File: src/rtl/flash_cmd_pkg.sv
package flash_cmd_pkg;

  localparam logic [7:0] CODE_FIRST  = 8'hAA;
  localparam logic [7:0] CODE_SECOND = 8'h55;
  localparam logic [7:0] CODE_PROG   = 8'hA0;
  localparam logic [7:0] CODE_ERASE  = 8'h80;
  localparam logic [7:0] CODE_CHIP   = 8'h10;
  localparam logic [7:0] CODE_SECT   = 8'h30;
  localparam logic [7:0] CODE_LOCK   = 8'h40;
  localparam logic [7:0] CODE_ID_ON  = 8'h90;
  localparam logic [7:0] CODE_ID_OFF = 8'hF0;

  typedef enum logic [2:0] {
    ST_IDLE,
    ST_UNL1,
    ST_UNL2,
    ST_PROG,
    ST_ERS3,
    ST_ERS4,
    ST_ERS5
  } seq_state_e;

  typedef enum logic [2:0] {
    EV_NONE,
    EV_PROG,
    EV_CHIP,
    EV_SECT,
    EV_LOCK,
    EV_ID_ON,
    EV_ID_OFF
  } cmd_event_e;

  typedef struct packed {
    logic       at_cmd;
    logic       at_alt;
    logic [7:0] code;
  } cyc_info_t;

endpackage

File: src/rtl/fcd_cycle_class.sv
module fcd_cycle_class
  import flash_cmd_pkg::*;
#(
  parameter int unsigned    AW       = 18,
  parameter logic [AW-1:0] CMD_ADDR = 18'h05555,
  parameter logic [AW-1:0] ALT_ADDR = 18'h02AAA
) (
  input  logic [AW-1:0] addr_i,
  input  logic [7:0]    code_i,
  output cyc_info_t     info_o
);

  always_comb begin
    info_o.at_cmd = (addr_i == CMD_ADDR);
    info_o.at_alt = (addr_i == ALT_ADDR);
    info_o.code   = code_i;
  end

endmodule

File: src/rtl/fcd_seq_fsm.sv
module fcd_seq_fsm
  import flash_cmd_pkg::*;
(
  input  logic       clk_i,
  input  logic       rst_ni,
  input  logic       strobe_i,
  input  cyc_info_t  info_i,
  output cmd_event_e event_o
);

  seq_state_e state_q, state_d;
  logic first_ok, second_ok;

  assign first_ok  = info_i.at_cmd && (info_i.code == CODE_FIRST);
  assign second_ok = info_i.at_alt && (info_i.code == CODE_SECOND);

  always_comb begin
    state_d = state_q;
    event_o = EV_NONE;
    if (strobe_i) begin
      // any mismatch falls to idle without re-evaluating the cycle
      state_d = ST_IDLE;
      unique case (state_q)
        ST_IDLE: begin
          if (first_ok)                        state_d = ST_UNL1;
          else if (info_i.code == CODE_ID_OFF) event_o = EV_ID_OFF;
        end
        ST_UNL1: if (second_ok) state_d = ST_UNL2;
        ST_UNL2: begin
          if (info_i.at_cmd) begin
            case (info_i.code)
              CODE_PROG:   state_d = ST_PROG;
              CODE_ERASE:  state_d = ST_ERS3;
              CODE_ID_ON:  event_o = EV_ID_ON;
              CODE_ID_OFF: event_o = EV_ID_OFF;
              default:     state_d = ST_IDLE;
            endcase
          end
        end
        ST_PROG: event_o = EV_PROG;
        ST_ERS3: if (first_ok)  state_d = ST_ERS4;
        ST_ERS4: if (second_ok) state_d = ST_ERS5;
        ST_ERS5: begin
          if (info_i.code == CODE_SECT)                        event_o = EV_SECT;
          else if (info_i.at_cmd && info_i.code == CODE_CHIP)  event_o = EV_CHIP;
          else if (info_i.at_cmd && info_i.code == CODE_LOCK)  event_o = EV_LOCK;
        end
        default: state_d = ST_IDLE;
      endcase
    end
  end

  always_ff @(posedge clk_i or negedge rst_ni) begin
    if (!rst_ni) state_q <= ST_IDLE;
    else         state_q <= state_d;
  end

endmodule

File: src/rtl/fcd_issue.sv
module fcd_issue
  import flash_cmd_pkg::*;
#(
  parameter int unsigned AW = 18,
  parameter int unsigned DW = 16
) (
  input  logic          clk_i,
  input  logic          rst_ni,
  input  cmd_event_e    event_i,
  input  logic [AW-1:0] addr_i,
  input  logic [DW-1:0] data_i,
  output logic          prog_o,
  output logic          chip_erase_o,
  output logic          sect_erase_o,
  output logic          lock_en_o,
  output logic [AW-1:0] op_addr_o,
  output logic [DW-1:0] op_data_o,
  output logic          id_mode_o
);

  always_ff @(posedge clk_i or negedge rst_ni) begin
    if (!rst_ni) begin
      prog_o       <= 1'b0;
      chip_erase_o <= 1'b0;
      sect_erase_o <= 1'b0;
      lock_en_o    <= 1'b0;
      op_addr_o    <= '0;
      op_data_o    <= '0;
      id_mode_o    <= 1'b0;
    end else begin
      prog_o       <= (event_i == EV_PROG);
      chip_erase_o <= (event_i == EV_CHIP);
      sect_erase_o <= (event_i == EV_SECT);
      lock_en_o    <= (event_i == EV_LOCK);
      if (event_i == EV_PROG || event_i == EV_SECT) op_addr_o <= addr_i;
      if (event_i == EV_PROG)                       op_data_o <= data_i;
      if (event_i == EV_ID_ON)       id_mode_o <= 1'b1;
      else if (event_i == EV_ID_OFF) id_mode_o <= 1'b0;
    end
  end

endmodule

File: src/rtl/flash_cmd_decoder.sv
module flash_cmd_decoder
  import flash_cmd_pkg::*;
#(
  parameter int unsigned    AW       = 18,
  parameter int unsigned    DW       = 16,
  parameter logic [AW-1:0] CMD_ADDR = 18'h05555,
  parameter logic [AW-1:0] ALT_ADDR = 18'h02AAA
) (
  input  logic          clk_i,
  input  logic          rst_ni,
  input  logic          wr_en_i,
  input  logic [AW-1:0] wr_addr_i,
  input  logic [DW-1:0] wr_data_i,
  input  logic          busy_i,
  output logic          prog_o,
  output logic          chip_erase_o,
  output logic          sect_erase_o,
  output logic          lock_en_o,
  output logic [AW-1:0] op_addr_o,
  output logic [DW-1:0] op_data_o,
  output logic          id_mode_o
);

  cyc_info_t  info;
  cmd_event_e evt;
  logic       strobe;

  assign strobe = wr_en_i && !busy_i;

  fcd_cycle_class #(
    .AW(AW), .CMD_ADDR(CMD_ADDR), .ALT_ADDR(ALT_ADDR)
  ) u_class (
    .addr_i (wr_addr_i),
    .code_i (wr_data_i[7:0]),
    .info_o (info)
  );

  fcd_seq_fsm u_fsm (
    .clk_i    (clk_i),
    .rst_ni   (rst_ni),
    .strobe_i (strobe),
    .info_i   (info),
    .event_o  (evt)
  );

  fcd_issue #(.AW(AW), .DW(DW)) u_issue (
    .clk_i        (clk_i),
    .rst_ni       (rst_ni),
    .event_i      (evt),
    .addr_i       (wr_addr_i),
    .data_i       (wr_data_i),
    .prog_o       (prog_o),
    .chip_erase_o (chip_erase_o),
    .sect_erase_o (sect_erase_o),
    .lock_en_o    (lock_en_o),
    .op_addr_o    (op_addr_o),
    .op_data_o    (op_data_o),
    .id_mode_o    (id_mode_o)
  );

endmodule

File: config.mk
export PLATFORM = sky130hd
export DESIGN_NAME = flash_cmd_decoder
export DESIGN_NICKNAME = d
export VERILOG_FILES = /design/src/rtl/flash_cmd_pkg.sv /design/src/rtl/fcd_cycle_class.sv /design/src/rtl/fcd_seq_fsm.sv /design/src/rtl/fcd_issue.sv /design/src/rtl/flash_cmd_decoder.sv
export SDC_FILE = /design/constraint.sdc
export NUM_CORES = 1
export LEC_CHECK = 0
export BUFFER_PORTS_ARGS = -buffer_cell sky130_fd_sc_hd__buf_2
export CORE_ASPECT_RATIO = 0.9
export CORE_MARGIN = 5
export CORE_UTILIZATION = 52
export CTS_BUF_LIST = sky130_fd_sc_hd__clkbuf_4 sky130_fd_sc_hd__clkbuf_8 sky130_fd_sc_hd__clkbuf_16
export DETAILED_ROUTE_END_ITERATION = 16
export GPL_TIMING_DRIVEN = 0
export PLACE_DENSITY = 0.92
export SLEW_MARGIN = 10
export SYNTH_ARGS = -nofsm -noshare
export SYNTH_HDL_FRONTEND = slang
export SYNTH_SLANG_ARGS = --single-unit
File: constraint.sdc
create_clock -name clk_i -period 3.1 [get_ports clk_i]
set_input_delay 0.155 -clock clk_i [delete_from_list [all_inputs] [get_ports clk_i]]
set_output_delay 0.155 -clock clk_i [all_outputs]
set_load 0.02 [all_outputs]
### Word-level counts from Yosys, hierarchy flattened

Cells that the tools add are included.

* logic and storage cells: 58
* flip-flop bits (word level): 42

* equality and inequality tests: 23
* muxes and demuxes: 18
* reductions and logical operators: 9

Operators by type and width (count)
* 8-bit equality test, second input constant: 5
* 3-bit 2-to-1 mux: 10
* 18-bit by 14-bit equality test with 1-bit output, second input constant: 1
* 18-bit by 15-bit equality test with 1-bit output, second input constant: 1
* 3-bit equality test, second input constant: 6
* 8-bit by 7-bit equality test with 1-bit output, second input constant: 2
* 3-bit one-hot mux with 5 select lines: 1
* 3-bit by 2-bit equality test with 1-bit output, second input constant: 4
* 3-bit one-hot mux with 2 select lines: 2
* 3-bit one-hot mux with 4 select lines: 1
* 8-bit by 5-bit equality test with 1-bit output, second input constant: 1
* 8-bit by 6-bit equality test with 1-bit output, second input constant: 1
* 3-bit by 1-bit equality test with 1-bit output, second input constant: 2
* 1-bit logical AND: 5
* 3-bit logical NOT: 1
* 1-bit 2-to-1 mux: 3
* 2-bit 2-to-1 mux: 1
* 2-bit nonzero test: 1
* 1-bit logical NOT: 1
* 1-bit logical OR: 1

### Longest topological paths before layout

Gate-level depths: netlist of the first run.

* depth after elaboration: 10
* mapped depth: 7
* gate-level depth less buffers: 5

### Modules after synthesis

A second synthesis of the first run with hierarchy kept.

* cells, all modules: 155
* area total of the unflattened synthesis: 2040.7 um^2

By module, submodules not included
* fcd_issue: area an instance 1491.4 um^2, times used 1, cells an instance 84, sequential area each 975.9 um^2
* fcd_seq_fsm: area an instance 360.3 um^2, times used 1, cells an instance 47, sequential area each 75.1 um^2
* fcd_cycle_class: area an instance 175.2 um^2, times used 1, cells an instance 23, sequential area each 0.0 um^2
* flash_cmd_decoder: area an instance 13.8 um^2, times used 1, cells an instance 1, sequential area each 0.0 um^2

### Worst setup path after synthesis of the first run

No wires, ideal clock.

* kind: in2reg
* start point: input port wr_data_i[0]
* end point: register u_issue.op_addr_o[10]
* slack: 1.247 ns
* path buffers: 2
* arrival time: 1.728 ns
* stages on the path: 7
* required time: 2.975 ns
* path through: or4_4 nor3b_4 and2_1 o211a_1 buf_6 buf_12 mux2_4

* word-level cells in the longest chain between the ends: 9
* elaborated cells between the ends (all ways): 21

RTL lines
* from (decl): line flash_cmd_decoder.sv:13 `input logic [DW-1:0] wr_data_i,`
* 8-bit by 7-bit equality test with 1-bit output: line fcd_seq_fsm.sv:46 `else if (info_i.at_cmd && info_i.code == CODE_LOCK) event_o = EV_LOCK;`
* 1-bit logical AND: line fcd_seq_fsm.sv:46
* 3-bit 2-to-1 mux: line fcd_seq_fsm.sv:46
* 3-bit 2-to-1 mux: line fcd_seq_fsm.sv:45 `else if (info_i.at_cmd && info_i.code == CODE_CHIP) event_o = EV_CHIP;`
* 3-bit 2-to-1 mux: line fcd_seq_fsm.sv:44 `if (info_i.code == CODE_SECT) event_o = EV_SECT;`
* 3-bit one-hot mux with 4 select lines (*): line fcd_seq_fsm.sv:23 `unique case (state_q)`
* 3-bit 2-to-1 mux (*): line fcd_seq_fsm.sv:20 `if (strobe_i) begin`
* 3-bit by 1-bit equality test with 1-bit output or 3-bit by 2-bit equality test with 1-bit output (tied branches): line fcd_issue.sv:35 `if (event_i == EV_PROG || event_i == EV_SECT) op_addr_o <= addr_i;`
* 1-bit logical OR (*): line fcd_issue.sv:35
* to (signal assigned): line fcd_issue.sv:35
* to (decl): line fcd_issue.sv:16 `output logic [AW-1:0] op_addr_o,`

Every way passes the cells marked *; elsewhere a longest branch is shown, timed or not.
A chain may end at the register's enable or synchronous reset.

### Worst setup path after layout of the first run

* start point: register u_fsm.state_q[2]
* end point: register u_issue.op_addr_o[14]

* word-level cells in the longest chain between the ends: 5
* elaborated cells between the ends (all ways): 9

RTL lines
* from (decl): line fcd_seq_fsm.sv:11 `seq_state_e state_q, state_d;`
* from (signal assigned): line fcd_seq_fsm.sv:55 `else state_q <= state_d;`
* 3-bit equality test (tied with other cells): line fcd_seq_fsm.sv:23
* 3-bit one-hot mux with 4 select lines (*): line fcd_seq_fsm.sv:23
* 3-bit 2-to-1 mux (*): line fcd_seq_fsm.sv:20
* 3-bit by 1-bit equality test with 1-bit output or 3-bit by 2-bit equality test with 1-bit output (tied branches): line fcd_issue.sv:35
* 1-bit logical OR (*): line fcd_issue.sv:35

Marks and branches as above.

==> qor_table.md, run 1 <==
| Stage | Metric | This run |
|---|---|---|
| finish | Post-layout net count | 264 |
| timing | Worst Skew | 0.00878 ns |
| pwr | Fraction of power consumed by the clock network | 0.362 |
| timing | Peak Freq | 454 MHz |
| placed design | Buffers added on ports | 76 |
| pwr | Proportion of power drawn by flip-flops and latches | 0.497 |
| detailed routing | Overall routed net length | 4500 µm |
| synth | Number of nets produced by synthesis | 181 |
| placed design | Final GP Congestion | 0.834 |
| timing | Hold slack | -0.00222 ns |
| clock tree | Maximum clock insertion buffer count | 2 |
| detailed routing | Number of search-and-repair iterations in the first detailed-routing pass | 4 |
| finish | Fillcell total | 295 |
| global route | Maximum number of pins on one net before global-route repair | 43 |
| flow run | Total of max-cap violations | 0 |
| pwr | Static leakage power | 1.36 nW |
| timing | Setup repair after global routing missed its margin | no |
| die | I/O pins | 77 |
| pwr | Power per unit of standard cell area | 478 nW/µm² |
| clock tree | CTS tree | built |
| detailed routing | Average wire per standard cell | 16.5 µm |
| placed design | Estimated wirelength of the detail-placed design | 3490 µm |
| setup path | Data arrival time of the critical path | 2.37 ns |
| setup path | Worst Path Class, Setup | reg2reg |
| pwr | Net load switching power | 287 µW |
| global route | Via count of the first global-routing pass | 1536 |
| timing | Aggregate negative setup slack | 0 ns |
| finish | Utilization after layout | 0.680 |
| die | Core Area | 3680 µm² |
| timing | Max-slew headroom | 0.388 |
| run status | Violations in the final reports | hold timing |
| synth | Share of flip-flops with an asynchronous set or reset | 1.00 |
| setup path | CP endpoint kind | register |
| setup path | Crit Reg-Reg Startpoint | u_fsm.state_q[2] |
| synth | Cell area after technology mapping | 1950 µm² |
| timing | Final hold viol count | 7 |
| finish | Synthesis-to-finish area growth | 28.3% |
| die | Rows | 21 |
| pwr | Combinational group share of total power | 0.141 |
| timing | Shortest period the worst path allows | 2.20 ns |
| detailed routing | Vias per cell | 5.59 |
| pwr | Cell Int Power | 909 µW |
| clock tree | Number of CTS-inserted buffers | 5 |
| clock tree | Clock network latency to the later pin of the worst-skew pair | 0.29 ns |
| setup path | Register-to-register path setup slack | 0.90 ns |
| setup path | WP data required | 3.27 ns |
| clock tree | H-tree levels | 2 |
| pwr | Worst-case vdd ir drop | 290 µV |
| finish | # diodes | 0 |
| setup path | Nature of the critical path startpoint | register |
| clock tree | Number of resized instances in the post-cts repair step | 0 |
| finish | Share of layout cells above drive strength 1 | 0.559 |
| synth | Post-synth EDFFs | 0 |
| timing | Final setup violation count | 0 |
| clock tree | Num Clock Sinks | 42 |
| timing | Final-report max-slew violation count | 0 |
| clock tree | Post-CTS repair timing setup buffer count | 0 |
| global route | Initial antenna violation count | 0 |
| die | Die area | 5070 µm² |
| clock tree | CTS Hold Buffers Added | 0 |
| synth | Cell count after synthesis | 143 |
| timing | Transition time at the pin with the least slew margin | 0.917 ns |
| clock tree | Clk slew on worst S/H paths | 0.08 ns |
| synth | Ys flop type | sky130_fd_sc_hd__dfrtp_1 |
| setup path | Worst r2r dst | u_issue.op_addr_o[14] |
| die | Vert. Die Dim | 68.1 µm |
| run status | Outcome | finished, violations left |
| global route | GRT Overall Usage | 0.188 |
| setup path | Worst-case reg-to-reg path depth | 7 |
| hold path | Kind of path behind the tightest hold check | in2async |
| clock tree | Library cell used as clock root buffer | sky130_fd_sc_hd__clkbuf_8 |
| die | Die W | 74.5 µm |
| pwr | Switching share of power | 0.240 |
| synth | Synth Warn # | 0 |
| detailed routing | Post-DRT Antenna Nets | 0 |
| die | Initial core utilization | 0.530 |
| synth | Number of distinct standard cells referenced by the synthesized netlist | 38 |
| timing | Share of the cycle needed by the critical path after routing | 0.711 |
| synth | Number of register bits inferred by synthesis | 42 |
| synth | Avg Synthesized Cell Area | 13.6 µm² |
| global route | Wire length of the first global-routing pass | 7250 µm |
| setup path | Peak fanout along the critical path | 10 |
| detailed routing | Remaining routing DRC violations | 0 |
| detailed routing | Count of vias placed by the detailed router | 1525 |
| detailed routing | Number of DRC markers after the initial detailed-route iteration | 72 |
| global route | Residual overflow from global routing | 0 |
| synth | Register area share after synthesis | 0.539 |
power groups by stage:
stage | sequential, mW | combinational, mW | clock (mW)
floorplan | 0.637 | 0.0541 | 0
global placement | 0.603 | 0.166 | 0
detailed placement | 0.605 | 0.170 | 0
CTS | 0.594 | 0.170 | 0.442
global route | 0.598 | 0.185 | 0.467
finish | 0.594 | 0.169 | 0.433
how the worst max path moves through the flow:
stage / slack (ns) / depth (start not counted) / end / startpoint
final: 0.90 / 7 / u_issue.op_addr_o[14] / u_fsm.state_q[2]
after global routing: 0.77 / 7 / u_issue.op_addr_o[15] / u_fsm.state_q[2]
after CTS: 0.94 / 7 / u_issue.op_addr_o[15] / u_fsm.state_q[2]
after detailed placement: 0.96 / 7 / u_issue.op_addr_o[14] / u_fsm.state_q[2]
after global placement: 0.96 / 7 / u_issue.op_addr_o[15] / u_fsm.state_q[2]
after floorplan: 1.25 / 7 / u_issue.op_addr_o[10] / wr_data_i[0]
area by class of cell:
class | count | area [µm²] | share of cell area
plain buffers | 5 | 45.0 | 0.0180
clock buffers | 7 | 83.8 | 0.0335
clock inverters | 1 | 30.0 | 0.0120
inverters | 3 | 11.3 | 0.00450
multi-input cells | 93 | 841 | 0.336
flip-flops and latches | 42 | 1050 | 0.420
well taps | 46 | 57.6 | 0.0230
repair buffers | 76 | 380 | 0.152
per-stage QoR:
step	total power, mW	hold WS, ns	cell area [µm²]	setup WS (ns)	cells
finish	1.20	-0.00222	2500	0.897	273
global route	1.25	0.0751	2500	0.773	273
CTS	1.21	0.0189	2500	0.941	273
detailed placement	0.775	0.334	2390	0.965	265
global placement	0.770	0.328	2390	0.960	265
floorplan	0.691	-0.141	1950	1.25	143
worst max-delay path, stage by stage, from the launching register on:
cell	delay (ns)
sky130_fd_sc_hd__dfrtp_1	0.45
sky130_fd_sc_hd__inv_1	0.13
sky130_fd_sc_hd__nor4b_1	0.52
sky130_fd_sc_hd__and2_1	0.22
sky130_fd_sc_hd__o211a_1	0.15
sky130_fd_sc_hd__buf_6	0.15
sky130_fd_sc_hd__buf_12	0.16
sky130_fd_sc_hd__mux2_4	0.31
flip-flops by register name (all words and copies together) (netlist names):
| signal | cells |
|---|---|
| u_fsm.state_q | 3 |
| u_issue.op_addr_o | 18 |
| u_issue.lock_en_o | 1 |
| u_issue.chip_erase_o | 1 |
| u_issue.prog_o | 1 |
| u_issue.sect_erase_o | 1 |
| u_issue.id_mode_o | 1 |
| u_issue.op_data_o | 16 |
Yosys cell counts (2+ instances only):
| cell type | count | area [µm²] |
|---|---|---|
| sky130_fd_sc_hd__or4_1 | 2 | 15.0 |
| sky130_fd_sc_hd__nor3_1 | 2 | 10.0 |
| sky130_fd_sc_hd__nand2_1 | 4 | 15.0 |
| sky130_fd_sc_hd__dfrtp_1 | 42 | 1050 |
| sky130_fd_sc_hd__nor3b_1 | 3 | 22.5 |
| sky130_fd_sc_hd__nor2_1 | 4 | 15.0 |
| sky130_fd_sc_hd__inv_1 | 3 | 11.3 |
| sky130_fd_sc_hd__mux2_4 | 10 | 150 |
| sky130_fd_sc_hd__nand2b_1 | 2 | 12.5 |
| sky130_fd_sc_hd__mux2_2 | 24 | 270 |
| sky130_fd_sc_hd__nor4b_1 | 2 | 17.5 |
| sky130_fd_sc_hd__nor4bb_1 | 8 | 80.1 |
| sky130_fd_sc_hd__buf_2 | 2 | 10.0 |
| sky130_fd_sc_hd__o21ai_0 | 3 | 15.0 |
| sky130_fd_sc_hd__nand3_1 | 2 | 10.0 |
| sky130_fd_sc_hd__a21oi_1 | 4 | 20.0 |
| sky130_fd_sc_hd__nand4_1 | 2 | 12.5 |
| sky130_fd_sc_hd__or3_1 | 4 | 25.0 |
metal layers:
| metal | global-route usage | up-vias | share of wire |
|---|---|---|---|
| met3 | 0.0587 | 8 | 0.054 |
| met5 | 0 | - | 0 |
| li1 | - | 696 | - |
| met1 | 0.234 | 770 | 0.40 |
| met4 | 0.0733 | 0 | 0.016 |
| met2 | 0.307 | 51 | 0.53 |
layout by cell type, fill, tap and decap left out, drive strengths merged:
cell type / count
a21oi: 4
mux2: 34
and3: 1
nor4b: 2
and4: 1
bufinv: 1
nor3b: 4
o22ai: 1
and2: 1
and4b: 1
o211a: 1
nor4: 1
o21ai: 3
nor4bb: 8
nand3b: 1
dfrtp: 42
o311a: 1
clkbuf: 8
a31o: 1
buf: 80
nand2b: 2
nor3: 2
nand3: 2
or3: 4
inv: 3
o31a: 1
nor2b: 1
nand2: 4
or2: 1
a41oi: 1
or4: 3
nand4: 2
nor2: 4
and3b: 1
logic make-up after synthesis:
family / synth area share
simple gates: 0.171
flops: 0.540
mux: 0.216
compound gates: 0.0450
buf+inv: 0.0289
(Power assumes the default switching activity.)
==> inputs of run 2 (changes only) <==
- CORE_UTILIZATION: 52 -> 43
- PLACE_DENSITY: 0.92 -> 0.82
- clock period: 3.1 -> 1.92 ns (I/O delays scaled with it)
==> run 2 against run 1 <==
  * The flow now finishes without violations
  * Die area grew 18%
  * Fmax grew 19%
  * Setup slack lost 0.82 ns
  * Final cell count grew 7.0%
  * Sequential power grew 62%
  * Combinational power grew 76%
  * Critical path depth is the same
  * Clock power grew 64%
  * Power grew 65%
  * Register-to-register slack lost 0.82 ns
  * Worst hold slack gained 0.026 ns
  * Flip-flop and latch count is the same
==> qor_table.md, run 2 (synthesis gave the netlist of run 1 again) <==
| Stage | Metric | This run | Change |
|---|---|---|---|
| run status | Outcome | complete, no violations |  |
| detailed routing | Met2 wire length | 2500 µm | +4.4% |
| detailed routing | Post-DRT Antenna Nets | 0 | unchanged |
| pwr | Static leakage power | 1.38 nW | +1.9% |
| global route | Maximum number of pins on one net before global-route repair | 43 | unchanged |
| die | Vert. Die Dim | 73.9 µm | +8.5% |
| timing | Shortest period the worst path allows | 1.85 ns | -0.355 ns |
| global route | Initial antenna violation count | 0 | unchanged |
| finish | Post-layout net count | 267 | +1.1% |
| finish | Area of the multi-input gates | 866 µm² | +3.0% |
| clock tree | Library cell used as clock root buffer | sky130_fd_sc_hd__clkbuf_8 |  |
| detailed routing | Count of vias placed by the detailed router | 1525 | unchanged |
| die | Core Area | 4430 µm² | +20% |
| placed design | Estimated wirelength of the detail-placed design | 3620 µm | +3.9% |
| setup path | Worst Path Class, Setup | reg2reg |  |
| detailed routing | Vias per cell | 5.22 | -6.5% |
| detailed routing | Remaining routing DRC violations | 0 | unchanged |
| die | I/O pins | 77 | unchanged |
| clock tree | CTS tree | built |  |
| die | Die area | 5980 µm² | +18% |
| global route | Wire length of the first global-routing pass | 7830 µm | +8.0% |
| setup path | Slowest stage delay, CP | 0.40 ns | -0.12 ns |
| setup path | Nature of the critical path startpoint | register |  |
| pwr | Post-route total power | 1.97 mW | +65% |
| timing | Peak Freq | 541 MHz | +19% |
| clock tree | Clock network latency to the later pin of the worst-skew pair | 0.30 ns | about the same |
| setup path | CP endpoint kind | register |  |
| finish | Share of layout cells above drive strength 1 | 0.583 | +0.0231 |
| clock tree | H-tree levels | 2 | unchanged |
| setup path | WP data required | 2.10 ns | -1.17 ns |
| die | Initial core utilization | 0.440 | -0.0900 |
| finish | Post-route cell area | 2570 µm² | +2.9% |
| hold path | Kind of path behind the tightest hold check | in2reg |  |
| pwr | Power per unit of standard cell area | 765 nW/µm² | +60% |
| flow run | Total of max-cap violations | 0 | unchanged |
| global route | Via count of the first global-routing pass | 1568 | +2.1% |
| clock tree | Maximum clock insertion buffer count | 2 | unchanged |
| detailed routing | Number of DRC markers after the initial detailed-route iteration | 106 | +47% |
| finish | Largest register by flop count | u_issue.op_addr_o |  |
| timing | Share of the cycle needed by the critical path after routing | 0.962 | +0.252 |
| detailed routing | Overall routed net length | 4890 µm | +8.6% |
| detailed routing | Metal-1 WL | 1980 µm | +10% |
| pwr | Worst-case vdd ir drop | 407 µV | +41% |
| detailed routing | Met3 Wirelength | 286 µm | +18% |
| setup path | Data arrival time of the critical path | 2.03 ns | -0.34 ns |
| clock tree | Clk slew on worst S/H paths | 0.08 ns | about the same |
| detailed routing | Highest signal layer in the routed design | met4 |  |
| finish | Fillcell total | 382 | +29% |
| finish | Highest-count cells in the layout ignoring fill and taps | sky130_fd_sc_hd__buf_2 (78), sky130_fd_sc_hd__dfrtp_1 (41), sky130_fd_sc_hd__mux2_2 (24) |  |
| timing | Worst Skew | 0.00671 ns | -0.00208 ns |
| global route | Residual overflow from global routing | 0 | unchanged |
| clock tree | Num Clock Sinks | 42 | unchanged |
| finish | # diodes | 0 | unchanged |
| timing | Max-slew headroom | 0.381 | -0.00718 |
| finish | Top Registers | u_issue.op_addr_o (18), u_issue.op_data_o (16), u_fsm.state_q (3) |  |
| finish | Most common library cell in the layout ignoring fill and taps | sky130_fd_sc_hd__buf_2 |  |
| finish | Flip-flop count of the largest register, all copies and words added | 18 | unchanged |
| detailed routing | Average wire per standard cell | 16.8 µm | +1.5% |
| placed design | Final GP Congestion | 0.860 | +3.2% |
| global route | GRT Overall Usage | 0.174 | -0.0144 |
| detailed routing | Number of search-and-repair iterations in the first detailed-routing pass | 4 | unchanged |
| die | Die W | 81.0 µm | +8.6% |
| timing | Final-report max-slew violation count | 0 | unchanged |
| timing | Setup repair after global routing missed its margin | yes |  |
| finish | Synthesis-to-finish area growth | 32.0% |  |
| setup path | Chain of cells forming the critical path | inv_1 -> nor4b_4 -> and2_1 -> o211a_1 -> buf_6 -> buf_12 -> mux2_4 |  |
| setup path | Peak fanout along the critical path | 10 | unchanged |
| die | Rows | 23 | +9.5% |
| timing | Transition time at the pin with the least slew margin | 0.928 ns | +0.0108 ns |
| placed design | Placed instance area | 2410 µm² | +0.84% |
| clock tree | Number of CTS-inserted buffers | 5 | unchanged |
| setup path | Critical path's slowest cell | sky130_fd_sc_hd__dfrtp_2 |  |
| timing | Final hold viol count | 0 | -7 |
| finish | Sequential cell area | 1050 µm² | +0.12% |
| timing | Final setup violation count | 0 | unchanged |
| placed design | Buffers added on ports | 76 | unchanged |
==> run 2: worst paths after layout <==
check / start / to / slack, ns / cells after the start
min in group asynchronous: rst_ni / u_issue.prog_o / 0.48 / 2
max in group asynchronous: rst_ni / u_fsm.state_q[2] / 0.80 / 2
max reg2reg: u_fsm.state_q[2] / u_issue.op_addr_o[7] / 0.07 / 7
max: u_fsm.state_q[2] / u_issue.op_addr_o[7] / 0.07 / 7
min reg2reg: u_issue.op_data_o[10] / u_issue.op_data_o[10] / 0.50 / 1
min: wr_data_i[15] / u_issue.op_data_o[15] / 0.02 / 2
==> run 2: final cells by class <==
type	count	area share
plain buffers	5	0.0180
clock buffers	7	0.0326
clock inverters	1	0.0117
inverters	3	0.00438
multi-input cells	93	0.337
flip-flops and latches	42	0.409
well taps	62	0.0302
repair buffers	79	0.158
==> run 2: routing by layer <==
layer | track usage | vias up
li1 | - | 710
met1 | 0.208 | 749
met2 | 0.293 | 55
met3 | 0.0502 | 11
met4 | 0.0732 | 0
met5 | 0 | -
==> run 2: power by group <==
group	switching (mW)	internal [mW]
combinational	0.167	0.130
sequential	0.0267	0.933
clock	0.294	0.417
==> run 2: critical path: cells and delay by family (launching register included) <==
kind,cells,cell delay [ns]
mux,1,0.30
compound gates,1,0.15
flops,1,0.40
simple gates,2,0.45
buf+inv,3,0.42
==> run 2: stage by stage <==
step	utilization	std cells	hold slack, ns	TNS [ns]	setup slack [ns]
6_report	0.580	292	0.0233	0	0.0724
5_1_grt	0.580	292	0.0156	-0.00725	-0.00725
4_1_cts	0.575	290	0.0195	0	0.0298
3_5_place_dp	0.543	281	0.287	-3.66	-0.255
3_3_place_gp	0.543	281	0.284	-3.49	-0.252
2_1_floorplan	-	143	-0.200	0	0.0677
==> run 2: timing repair <==
action	in CTS	in global routing
hold buffers	1	0
cloned	0	0
buffers inserted	0	2
endpoints found under the setup margin	27	20
resized for setup	4	2
pin swaps	0	0
hold endpoints to repair	42	0
==> inputs of run 3 (changes only) <==
- RECOVER_POWER: unset -> 50
==> run 3 against run 2 <==
  * Die area unchanged
  * First-iteration DRC count increased by 36%
  * Sequential share of layout area increased by 0.79 points
  * Via count unchanged
  * Final cell count unchanged
  * Sequential power about the same
  * Global-route usage unchanged
  * Wire length increased by 0.14%
  * Non-clock buffer count unchanged
  * Core utilization decreased by 1.1 points
  * Setup slack improved by 0.0061 ns
  * Critical endpoint unchanged
==> qor_table.md, run 3 (synthesis gave the netlist of run 1 again) <==
| Stage | Metric | This run | Change |
|---|---|---|---|
| global route | Wire length of the first global-routing pass | 7830 µm | unchanged |
| placed design | Estimated wirelength of the detail-placed design | 3620 µm | unchanged |
| detailed routing | Number of DRC markers after the initial detailed-route iteration | 144 | +36% |
| finish | Synthesis-to-finish area growth | 29.5% |  |
| timing | Share of the cycle needed by the critical path after routing | 0.959 | -0.00320 |
| timing | Final setup violation count | 0 | unchanged |
| global route | Highest-utilization routing layer at the global route stage | met2 |  |
| pwr | Switching share of power | 0.249 | +0.00154 |
| die | Rows | 23 | unchanged |
| finish | Share of layout cells above drive strength 1 | 0.413 | -0.170 |
| setup path | Critical path's slowest cell | sky130_fd_sc_hd__dfrtp_2 |  |
| finish | Flip-flop count of the largest register, all copies and words added | 18 | unchanged |
| pwr | Power per unit of standard cell area | 775 nW/µm² | +1.3% |
| detailed routing | Post-DRT Antenna Nets | 0 | unchanged |
| timing | Final hold viol count | 0 | unchanged |
| global route | Via count of the first global-routing pass | 1568 | unchanged |
| global route | Maximum number of pins on one net before global-route repair | 43 | unchanged |
| setup path | Worst Path Class, Setup | reg2reg |  |
| setup path | Crit path buffers/inverters | 3 | unchanged |
| detailed routing | Count of vias placed by the detailed router | 1525 | unchanged |
| setup path | Chain of cells forming the critical path | inv_1 -> nor4b_4 -> and2_1 -> o211a_1 -> buf_6 -> buf_12 -> mux2_4 |  |
| global route | Residual overflow from global routing | 0 | unchanged |
| pwr | Combinational group share of total power | 0.146 | -0.005 |
| die | Core Area | 4430 µm² | unchanged |
| pwr | Cell Int Power | 1.47 mW | -0.81% |
| setup path | Nature of the critical path startpoint | register |  |
| global route | Initial antenna violation count | 0 | unchanged |
| setup path | Slowest stage delay, CP | 0.39 ns | about the same |
| timing | Worst Skew | 0.00621 ns | -0.000492 ns |
| global route | Met2 track utilization from global routing | 0.293 | unchanged |
| timing | Peak Freq | 543 MHz | +0.33% |
| flow run | Total of max-cap violations | 0 | unchanged |
| clock tree | Clock network latency to the later pin of the worst-skew pair | 0.30 ns | about the same |
| clock tree | Maximum clock insertion buffer count | 2 | unchanged |
| die | Vert. Die Dim | 73.9 µm | unchanged |
| pwr | Static leakage power | 1.21 nW | -12% |
| detailed routing | Remaining routing DRC violations | 0 | unchanged |
| finish | Post-layout net count | 267 | unchanged |
| setup path | WP data required | 2.10 ns | about the same |
| timing | Transition time at the pin with the least slew margin | 1.03 ns | +0.105 ns |
| detailed routing | Average wire per standard cell | 16.8 µm | +0.14% |
| global route | GR met3 Demand/Resource | 0.0502 | unchanged |
| detailed routing | Vias per cell | 5.22 | unchanged |
| timing | Final-report max-slew violation count | 0 | unchanged |
| global route | GR Layer Usage met1 | 0.208 | unchanged |
| die | I/O pins | 77 | unchanged |
| die | Die area | 5980 µm² | unchanged |
| die | Initial core utilization | 0.440 | unchanged |
| placed design | Buffers added on ports | 76 | unchanged |
| setup path | Data arrival time of the critical path | 2.02 ns | about the same |
| clock tree | Num Clock Sinks | 42 | unchanged |
| timing | Shortest period the worst path allows | 1.84 ns | -0.00614 ns |
| timing | Setup repair after global routing missed its margin | yes |  |
| finish | Most common library cell in the layout ignoring fill and taps | sky130_fd_sc_hd__dfrtp_1 |  |
| pwr | Proportion of power drawn by flip-flops and latches | 0.491 | +0.003 |
| timing | Max-slew headroom | 0.311 | -0.0702 |
| setup path | Peak fanout along the critical path | 10 | unchanged |
| timing | Hold slack | 0.0245 ns | +0.00120 ns |
| setup path | Cell family with the largest share of critical-path delay | simple AND/OR/NAND/NOR gates |  |
| clock tree | Library cell used as clock root buffer | sky130_fd_sc_hd__clkbuf_8 |  |
| clock tree | CTS tree | built |  |
| detailed routing | Number of search-and-repair iterations in the first detailed-routing pass | 4 | unchanged |
| run status | Outcome | complete, no violations |  |
| finish | Top Registers | u_issue.op_addr_o (18), u_issue.op_data_o (16), u_fsm.state_q (3) |  |
| finish | Highest-count cells in the layout ignoring fill and taps | sky130_fd_sc_hd__dfrtp_1 (41), sky130_fd_sc_hd__clkbuf_1 (39), sky130_fd_sc_hd__buf_2 (38) |  |
| pwr | Net load switching power | 488 µW | about the same |
| clock tree | Number of CTS-inserted buffers | 5 | unchanged |
| finish | Largest register by flop count | u_issue.op_addr_o |  |
| pwr | Worst-case vdd ir drop | 405 µV | -0.53% |
| finish | Utilization after layout | 0.569 | -0.0110 |
| detailed routing | Overall routed net length | 4900 µm | +0.14% |
| clock tree | Clk slew on worst S/H paths | 0.08 ns | about the same |
| finish | Fillcell total | 401 | +5.0% |
| global route | GRT Overall Usage | 0.174 | unchanged |
| placed design | Final GP Congestion | 0.860 | unchanged |
| die | Die W | 81.0 µm | unchanged |
| setup path | CP endpoint kind | register |  |
| hold path | Kind of path behind the tightest hold check | in2reg |  |
| timing | Aggregate negative setup slack | 0 ns | unchanged |
| clock tree | H-tree levels | 2 | unchanged |
| finish | # diodes | 0 | unchanged |
| pwr | Fraction of power consumed by the clock network | 0.363 | about the same |
run 3: cell types whose count changed in the layout (fill, tap and decap cells not counted), sizes merged:
cell	delta
buf	-40
clkbuf	+40
run 3: power by group through the flow:
stage | combinational [mW] | sequential (mW) | clock (mW)
2_1_floorplan | 0.0874 | 1.03 | 0
3_3_place_gp | 0.270 | 0.975 | 0
3_5_place_dp | 0.276 | 0.978 | 0
4_1_cts | 0.283 | 0.962 | 0.725
5_1_grt | 0.310 | 0.967 | 0.762
6_report | 0.286 | 0.960 | 0.710
run 3: final cells by class:
class,instances,area [µm²],area share
Clock inverter,1,30.0,0.0119
Clock buffer,7,83.8,0.0332
Inverter,3,11.3,0.00446
Multi-Input combinational cell,93,866,0.343
Tap cell,62,77.6,0.0307
Sequential cell,42,1050,0.417
Timing Repair Buffer,79,357,0.141
Buffer,5,46.3,0.0183
run 3: routing by layer:
layer / routed length, µm / up-vias
met5: 0 / -
met1: 1940 / 743
met3: 315 / 11
li1: - / 709
met2: 2510 / 62
met4: 129 / 0
run 3: worst reg2reg max path: stages, from the launching register on:
cell	delay (ns)
sky130_fd_sc_hd__dfrtp_2	0.39
sky130_fd_sc_hd__inv_1	0.11
sky130_fd_sc_hd__nor4b_4	0.28
sky130_fd_sc_hd__and2_1	0.17
sky130_fd_sc_hd__o211a_1	0.15
sky130_fd_sc_hd__buf_6	0.16
sky130_fd_sc_hd__buf_12	0.16
sky130_fd_sc_hd__mux2_4	0.30
run 3: timing repair:
item	CTS	global route
resized for setup	4	2
setup buffers	0	2
endpoints found under the hold margin	42	0
endpoints found under the setup margin	27	20
hold buffers	1	0
pin swaps	0	0
run 3: through the flow:
step / instance area, µm² / std cells / total power, mW / setup WS (ns)
floorplan: 1950 / 143 / 1.12 / 0.0677
global placement: 2410 / 281 / 1.24 / -0.252
detailed placement: 2410 / 281 / 1.25 / -0.255
CTS: 2550 / 290 / 1.97 / 0.0298
global route: 2520 / 292 / 2.04 / -0.00725
finish: 2520 / 292 / 1.96 / 0.0785
run 3: path summary, 6_finish.rpt:
path                                  startpoint                    end  slack (ns)  cells past startpoint
max in group asynchronous                 rst_ni       u_fsm.state_q[2]        0.70                      2
min reg2reg                u_issue.op_data_o[10]  u_issue.op_data_o[10]        0.51                      1
min                                wr_data_i[15]  u_issue.op_data_o[15]        0.02                      2
max                             u_fsm.state_q[2]   u_issue.op_addr_o[7]        0.08                      7
min in group asynchronous                 rst_ni         u_issue.prog_o        0.51                      2
max reg2reg                     u_fsm.state_q[2]   u_issue.op_addr_o[7]        0.08                      7
